===== src/rtl/lsu_lane_pkg.sv =====
package lsu_lane_pkg;
    localparam int WORD_W = 32;
    localparam int BYTE_W = 8;
    localparam int HALF_W = 2 * BYTE_W;
    localparam int LANES  = WORD_W / BYTE_W;
    localparam int OFS_W  = $clog2(LANES);

    typedef enum logic [1:0] {
        ACC_BYTE  = 2'd0,
        ACC_HALF  = 2'd1,
        ACC_WORD  = 2'd2,
        ACC_UPPER = 2'd3
    } acc_kind_e;

    typedef struct packed {
        logic              valid;
        acc_kind_e         kind;
        logic              zext;
        logic [OFS_W-1:0]  ofs;
        logic [HALF_W-1:0] imm;
    } ld_req_t;

    function automatic logic is_misaligned(acc_kind_e k, logic [OFS_W-1:0] ofs);
        case (k)
            ACC_HALF: return ofs[0];
            ACC_WORD: return |ofs;
            default:  return 1'b0;
        endcase
    endfunction

    // big-endian: offset 0 lives in the top lane
    function automatic int lane_of(logic [OFS_W-1:0] ofs);
        return LANES - 1 - int'(ofs);
    endfunction
endpackage


===== src/rtl/store_lane_gen.sv =====
module store_lane_gen
    import lsu_lane_pkg::*;
(
    input  logic              en,
    input  acc_kind_e         kind,
    input  logic [OFS_W-1:0]  ofs,
    input  logic [WORD_W-1:0] data,
    output logic [WORD_W-1:0] wdata,
    output logic [LANES-1:0]  be,
    output logic              misal
);
    localparam logic [LANES-1:0] ONE_LANE  = LANES'(1);
    localparam logic [LANES-1:0] TWO_LANES = LANES'(3);

    logic [LANES-1:0] base_be;

    always_comb begin
        base_be = '0;
        wdata   = data;
        case (kind)
            ACC_BYTE: begin
                wdata   = {LANES{data[BYTE_W-1:0]}};
                base_be = ONE_LANE << lane_of(ofs);
            end
            ACC_HALF: begin
                wdata   = {(LANES/2){data[HALF_W-1:0]}};
                base_be = ofs[OFS_W-1] ? TWO_LANES : (TWO_LANES << 2);
            end
            ACC_WORD: base_be = '1;
            default:  base_be = '0;
        endcase
        misal = en && is_misaligned(kind, ofs);
        be    = (en && !misal) ? base_be : '0;
    end
endmodule


===== src/rtl/load_lane_ext.sv =====
module load_lane_ext
    import lsu_lane_pkg::*;
(
    input  ld_req_t           req,
    input  logic [WORD_W-1:0] rdata,
    output logic [WORD_W-1:0] result,
    output logic              misal
);
    logic [BYTE_W-1:0] byte_sel;
    logic [HALF_W-1:0] half_sel;
    logic              bsign;
    logic              hsign;

    always_comb begin
        byte_sel = rdata[BYTE_W*lane_of(req.ofs) +: BYTE_W];
        half_sel = req.ofs[OFS_W-1] ? rdata[HALF_W-1:0] : rdata[WORD_W-1:HALF_W];
        bsign    = !req.zext && byte_sel[BYTE_W-1];
        hsign    = !req.zext && half_sel[HALF_W-1];
        misal    = req.valid && is_misaligned(req.kind, req.ofs);
        case (req.kind)
            ACC_BYTE: result = {{(WORD_W-BYTE_W){bsign}}, byte_sel};
            ACC_HALF: result = {{(WORD_W-HALF_W){hsign}}, half_sel};
            ACC_WORD: result = rdata;
            default:  result = {req.imm, {(WORD_W-HALF_W){1'b0}}};
        endcase
        if (!req.valid || misal) result = '0;
    end
endmodule


===== src/rtl/lsu_byte_align.sv =====
module lsu_byte_align
    import lsu_lane_pkg::*;
(
    input  logic        clk,
    input  logic        rst,
    input  logic        st_en,
    input  logic [1:0]  st_size,
    input  logic [1:0]  st_addr_lo,
    input  logic [31:0] st_data,
    output logic [31:0] mem_wdata,
    output logic [3:0]  mem_be,
    output logic        st_misaligned,
    input  logic        ld_req,
    input  logic [1:0]  ld_op,
    input  logic        ld_unsigned,
    input  logic [1:0]  ld_addr_lo,
    input  logic [15:0] ld_imm,
    input  logic [31:0] mem_rdata,
    output logic        ld_valid,
    output logic [31:0] ld_result,
    output logic        ld_misaligned
);
    ld_req_t req_q;

    always_ff @(posedge clk) begin
        if (rst) begin
            req_q <= '0;
        end else begin
            req_q.valid <= ld_req;
            req_q.kind  <= acc_kind_e'(ld_op);
            req_q.zext  <= ld_unsigned;
            req_q.ofs   <= ld_addr_lo;
            req_q.imm   <= ld_imm;
        end
    end

    store_lane_gen u_st (
        .en    (st_en),
        .kind  (acc_kind_e'(st_size)),
        .ofs   (st_addr_lo),
        .data  (st_data),
        .wdata (mem_wdata),
        .be    (mem_be),
        .misal (st_misaligned)
    );

    load_lane_ext u_ld (
        .req    (req_q),
        .rdata  (mem_rdata),
        .result (ld_result),
        .misal  (ld_misaligned)
    );

    assign ld_valid = req_q.valid;
endmodule


===== config.mk =====
export PLATFORM = sky130hd
export DESIGN_NAME = lsu_byte_align
export DESIGN_NICKNAME = d
export VERILOG_FILES = /design/src/rtl/lsu_lane_pkg.sv /design/src/rtl/store_lane_gen.sv /design/src/rtl/load_lane_ext.sv /design/src/rtl/lsu_byte_align.sv
export SDC_FILE = /design/constraint.sdc
export NUM_CORES = 1
export LEC_CHECK = 0
export BUFFER_PORTS_ARGS = -buffer_cell sky130_fd_sc_hd__clkbuf_2
export CORE_ASPECT_RATIO = 0.7
export CORE_MARGIN = 4
export CORE_UTILIZATION = 39
export DETAILED_ROUTE_END_ITERATION = 10
export PLACE_DENSITY = 0.89
export SLEW_MARGIN = 25
export SYNTH_ARGS = -nofsm -noshare
export SYNTH_HDL_FRONTEND = slang
export SYNTH_SLANG_ARGS = --single-unit

===== constraint.sdc =====
create_clock -name clk -period 4 [get_ports clk]
set_clock_uncertainty 0.05 [all_clocks]
set_input_delay 0.6 -clock clk [delete_from_list [all_inputs] [get_ports clk]]
set_output_delay 0.6 -clock clk [all_outputs]
set_load 0.01 [all_outputs]

==> impl_metrics.toml, run 1 <==
[logic_synthesis]
syn-instance-count = 277
ys_seq_area_share_pct = 19.6
synthArstFlopShare_pct = 0
avgSynthCellArea_um2 = 8.13
synth_edf_count = 0
synth_seq_cells = 22
yosysWarnings = 0
synth_flop_cell = "dfxtp_1"
ys_types = 37
syn-num-nets = 378
syn_area_um2 = 2250

[layout]
layout_common_cells = "clkbuf_2 (163), a211oi_1 (32), nor2b_1 (24)"
n_antenna_cell = 0
regArea_um2 = 440
multi_input_area_um2 = 1580
syn_to_final_growth_pct = 34.4
n_fill_cell = 508
finalNetCount = 515
layout-drive-gt1-share_pct = 47.8
final_common_cell = "clkbuf_2"

[outcome]
outcome = "complete, no violations"

[power_and_ir_drop]
peakVddDrop_v = 0.000128
swShare_pct = 36.3
power.density_nw_per_um2 = 227
pwr-share-clk_pct = 19.8
p_int_uw = 437
pwr-share-seq_pct = 35.0
power_frac_comb_pct = 45.2
power_switching_uw = 249
p_leak_nw = 1.50

[die]
fp.coreArea_um2 = 5420
die_x_um = 98.8
initial_core_util_pct = 41.5
die_h_um = 71.6
die_area_um2 = 7070
rows = 22
ios = 164

[clocking]
htree_levels = 1
path_clk_slew_ns = 0.08
cts_root_buffer = "clkbuf_8"
cts_sinks = 22
cts-resized-gates = 0
tritoncts = "built"
cts_buffers = 3
postCtsHoldBufs = 0
clock_path_buffers = 2
cts_setup_buffers = 0

[critical_path]
cp_top_family = "compound AO/OA/AOI/OAI gates"
slowest_delay_ns = 0.58
crit_buf_inv = 2
critPathCapture = "ld_result[14]"
cpMaxStageDelayCell = "nand4_1"
worstPathRequired_ns = 3.35
crit_path_end_kind = "primary output"
crit_path_max_fanout = 32
criticalPathCategory = "reg2out"
arrival_ns = 2.63
critical_path.startpoint = "req_q[19]$_SDFF_PP0_"
crit_chain = "inv_1 > ha_1 > o211ai_2 > nand4_1 > a21oi_1 > clkbuf_2"
crit_cells = 6
cp-start-kind = "register"

[route]
wl_per_cell_um = 18.0
first_iter_violations = 166
route.detailed.drc = 0
drtPass1Iterations = 5
routed_wl_mm = 8.74
dr_total_vias = 2757
ant_nets = 0
vias_per_cell = 5.70

[timing]
drv_slew = 0
finalHoldViolCount = 0
rsz0062_at_grt = "false"
max_freq_ghz = 0.304
slew_headroom_pct = 38.3
period_needed_ns = 3.28
hold_ws_ns = 0.489
tns_ns = 0
finalSetupViolations = 0
finalCritPeriodShare_pct = 82.1
tightest_slew_ns = 0.926

[grt]
grt.total_usage_pct = 23.6
grt_pass1_wl_mm = 13.7
overflow = 0
grt_max_degree = 33
grt_pass1_vias = 2591
antenna_found_initial = 0

[flow_run]
drv_cap = 0

[min_path]
holdCritPathClass = "in2reg"

[placement]
dp_hpwl_mm = 7.20
place_congestion = 0.901
place.port_buffers = 163
## metal layers
| layer | GRT usage, % | up-vias | share of wire (%) |
|---|---|---|---|
| met5 | 0 | - | 0 |
| li1 | - | 1308 | - |
| met3 | 7.00 | 9 | 10 |
| met4 | 3.18 | 0 | 0.85 |
| met2 | 37.8 | 143 | 45 |
| met1 | 32.4 | 1297 | 44 |
## synthesized netlist by cell type (3+ instances only)
| cell | number | area share (%) |
|---|---|---|
| nor2b_1 | 24 | 6.7 |
| mux2_2 | 20 | 10 |
| a32oi_1 | 3 | 1.2 |
| o22ai_1 | 16 | 4.4 |
| a22oi_1 | 17 | 5.7 |
| nand2b_1 | 3 | 0.83 |
| ha_1 | 8 | 4.4 |
| inv_1 | 8 | 1.3 |
| a222oi_1 | 4 | 1.8 |
| buf_2 | 9 | 2.0 |
| a21oi_1 | 14 | 3.1 |
| clkbuf_1 | 12 | 2.0 |
| a211oi_1 | 32 | 11 |
| nand3_1 | 4 | 0.89 |
| nand2_1 | 17 | 2.8 |
| and2_1 | 18 | 5.0 |
| buf_6 | 4 | 2.0 |
| dfxtp_1 | 22 | 20 |
| nor2_1 | 4 | 0.67 |
| buf_4 | 8 | 2.7 |
| o21ai_0 | 3 | 0.67 |
| a22o_1 | 8 | 3.1 |
## kinds of logic (layout without fill, tap and decap cells)
logic type | Yosys count | count (layout) | synth area share (%)
DFF | 22 | 22 | 19.6
buffers and inverters | 42 | 177 | 10.2
muxes | 21 | 21 | 10.7
and+or+nand+nor | 77 | 77 | 19.0
adders and majority gates | 8 | 8 | 4.45
AOI/OAI and AO/OA | 107 | 107 | 36.2
## how the worst min path moves through the flow
stage | from | endpoint | slack, ns | cells past startpoint
floorplan | rst | req_q[7]$_SDFF_PP0_ | 0.62 | 1
global placement | ld_imm[1] | req_q[1]$_SDFF_PP0_ | 0.77 | 2
detailed placement | ld_addr_lo[1] | req_q[17]$_SDFF_PP0_ | 0.77 | 2
CTS | ld_imm[14] | req_q[14]$_SDFF_PP0_ | 0.49 | 2
global route | ld_op[0] | req_q[19]$_SDFF_PP0_ | 0.50 | 2
finish | ld_imm[14] | req_q[14]$_SDFF_PP0_ | 0.49 | 2
## area by class of cell
type | instances | area share [%]
Clock buffer | 3 | 1.36
Inverter | 9 | 1.12
Multi-Input combinational cell | 213 | 52.3
Sequential cell | 22 | 14.6
Tap cell | 72 | 2.98
Timing Repair Buffer | 165 | 27.7
## sequential cells by signal, indices dropped and copies added (netlist names)
| register | count |
|---|---|
| req_q | 21 |
| ld_valid | 1 |
## metrics by stage
step / setup WS, ns / cells / instance area [µm²] / total power [mW] / util, %
after floorplan: 1.51 / 277 / 2250 / 0.431 / -
after global placement: 1.04 / 480 / 2970 / 0.543 / 54.8
after detailed placement: 0.986 / 480 / 2970 / 0.550 / 54.8
after CTS: 0.731 / 483 / 3010 / 0.686 / 55.5
after global routing: 0.489 / 484 / 3030 / 0.727 / 55.8
final: 0.715 / 484 / 3030 / 0.685 / 55.8
## power groups by stage
stage          logic, mW  registers [mW]  clock network (mW)
6_report           0.310           0.240               0.136
3_5_place_dp       0.305           0.245                   0
4_1_cts            0.306           0.240               0.140
5_1_grt            0.338           0.241               0.147
2_1_floorplan      0.191           0.240                   0
3_3_place_gp       0.299           0.244                   0
No activity file was read; power rests on OpenSTA's default activity.
==> run 2: changes to the inputs <==
==> constraint.sdc (replaced) <==
create_clock -name clk -period 3.1 [get_ports clk]
set_clock_uncertainty 0.05 [all_clocks]
set_input_delay 0.465 -clock clk [delete_from_list [all_inputs] [get_ports clk]]
set_output_delay 0.465 -clock clk [all_outputs]
set_load 0.01 [all_outputs]
==> impl_metrics.toml, run 2 (synthesis gave the netlist of run 1 again) <==
[clocking]
cts_root_buffer = "clkbuf_8"
cts_setup_buffers = 0
htree_levels = 1
postCtsHoldBufs = 0
cts_sinks = 22
cts_buffers = 3
path_clk_slew_ns = 0.07
tritoncts = "built"
cts-resized-gates = 0
clock_path_buffers = 2

[layout]
n_fill_cell = 522
layout-drive-gt1-share_pct = 48.4
layout_common_cells = "clkbuf_2 (163), a211oi_1 (32), nor2b_1 (24)"
finalNetCount = 520
regArea_um2 = 440
final_common_cell = "clkbuf_2"
syn_to_final_growth_pct = 35.7
multi_input_area_um2 = 1580
largest_reg_flops = 21
top_register = "req_q"
n_antenna_cell = 0

[power_and_ir_drop]
p_leak_nw = 1.53
swShare_pct = 36.1
p_int_uw = 566
power.density_nw_per_um2 = 290
pwr-share-clk_pct = 19.4
peakVddDrop_v = 0.000208
pwr-share-seq_pct = 34.6
power_frac_comb_pct = 46.0
power_switching_uw = 320

[placement]
place_congestion = 0.926
place.port_buffers = 163
dp_hpwl_mm = 7.50
dp_slack_ns = 0.560

[grt]
antenna_found_initial = 0
grt_max_degree = 23
grt.total_usage_pct = 24.0
grt_pass1_wl_mm = 13.8
overflow = 0
grt_pass1_vias = 2732

[route]
drtPass1Iterations = 7
dr_total_vias = 2825
first_iter_violations = 178
route.detailed.drc = 0
vias_per_cell = 5.78
wl_per_cell_um = 18.1
routed_wl_mm = 8.86
ant_nets = 0

[timing]
finalCritPeriodShare_pct = 92.1
slew_headroom_pct = 55.4
finalHoldViolCount = 0
max_freq_ghz = 0.350
rsz0062_at_grt = "false"
tightest_slew_ns = 0.667
tns_ns = 0
drv_slew = 0
layout_setup_ws_ns = 0.246
period_needed_ns = 2.85
finalSetupViolations = 0

[critical_path]
criticalPathCategory = "reg2out"
cp-start-kind = "register"
arrival_ns = 2.34
crit_path_max_fanout = 17
crit_path_end_kind = "primary output"
worstPathRequired_ns = 2.58

[min_path]
holdCritPathClass = "in2reg"

[die]
die_area_um2 = 7070
rows = 22
fp.coreArea_um2 = 5420
initial_core_util_pct = 41.5
ios = 164
die_x_um = 98.8
die_h_um = 71.6

[flow_run]
drv_cap = 0

[outcome]
outcome = "complete, no violations"
run 2: changes by cell type in the layout (fill, tap and decap cells not counted), sizes merged:
cell	previous run	this run
buf	2	7
run 2: critical path, cell delays in order (launching register included):
cell and delay [ns]:
dfxtp_1 0.34, inv_1 0.08, ha_1 0.22, nor2b_1 0.57, a22oi_4 0.30, a211oi_1 0.36
clkbuf_2 0.20
run 2: path summary, 6_finish.rpt:
path | end | cells after the start | from | slack, ns
worst min-delay path | req_q[4]$_SDFF_PP0_ | 2 | ld_imm[4] | 0.36
worst max-delay path | ld_result[23] | 6 | req_q[19]$_SDFF_PP0_ | 0.25
run 2: per-layer routing:
| metal | vias up | routed length [µm] | global-route usage, % |
|---|---|---|---|
| met1 | 1317 | 3750 | 31.4 |
| met3 | 18 | 974 | 6.91 |
| met2 | 174 | 3980 | 39.3 |
| met5 | - | 0 | 0 |
| met4 | 0 | 154 | 5.61 |
| li1 | 1316 | - | - |
run 2: power by group through the flow:
stage / combinational [mW] / clock, mW / sequential, mW
after floorplan: 0.246 / 0 / 0.310
after global placement: 0.393 / 0 / 0.313
after detailed placement: 0.402 / 0 / 0.313
after CTS: 0.404 / 0.181 / 0.306
after global routing: 0.444 / 0.188 / 0.308
final: 0.408 / 0.172 / 0.307
run 2: cell type report:
class / instances / share of cell area [%]
multi-input combinational: 213 / 51.8
timing repair buffer: 170 / 28.4
inverter: 9 / 1.11
sequential: 22 / 14.4
clock buffer: 3 / 1.35
tap: 72 / 2.95
run 2: per-stage QoR:
stage	instances	total power, mW	hold WS, ns	util [%]	area, µm²
CTS	489	0.891	0.352	56.3	3060
global route	489	0.939	0.364	56.3	3060
detailed placement	486	0.716	0.630	55.6	3010
floorplan	277	0.556	0.487	-	2250
global placement	486	0.705	0.624	55.6	3010
finish	489	0.887	0.357	56.3	3060
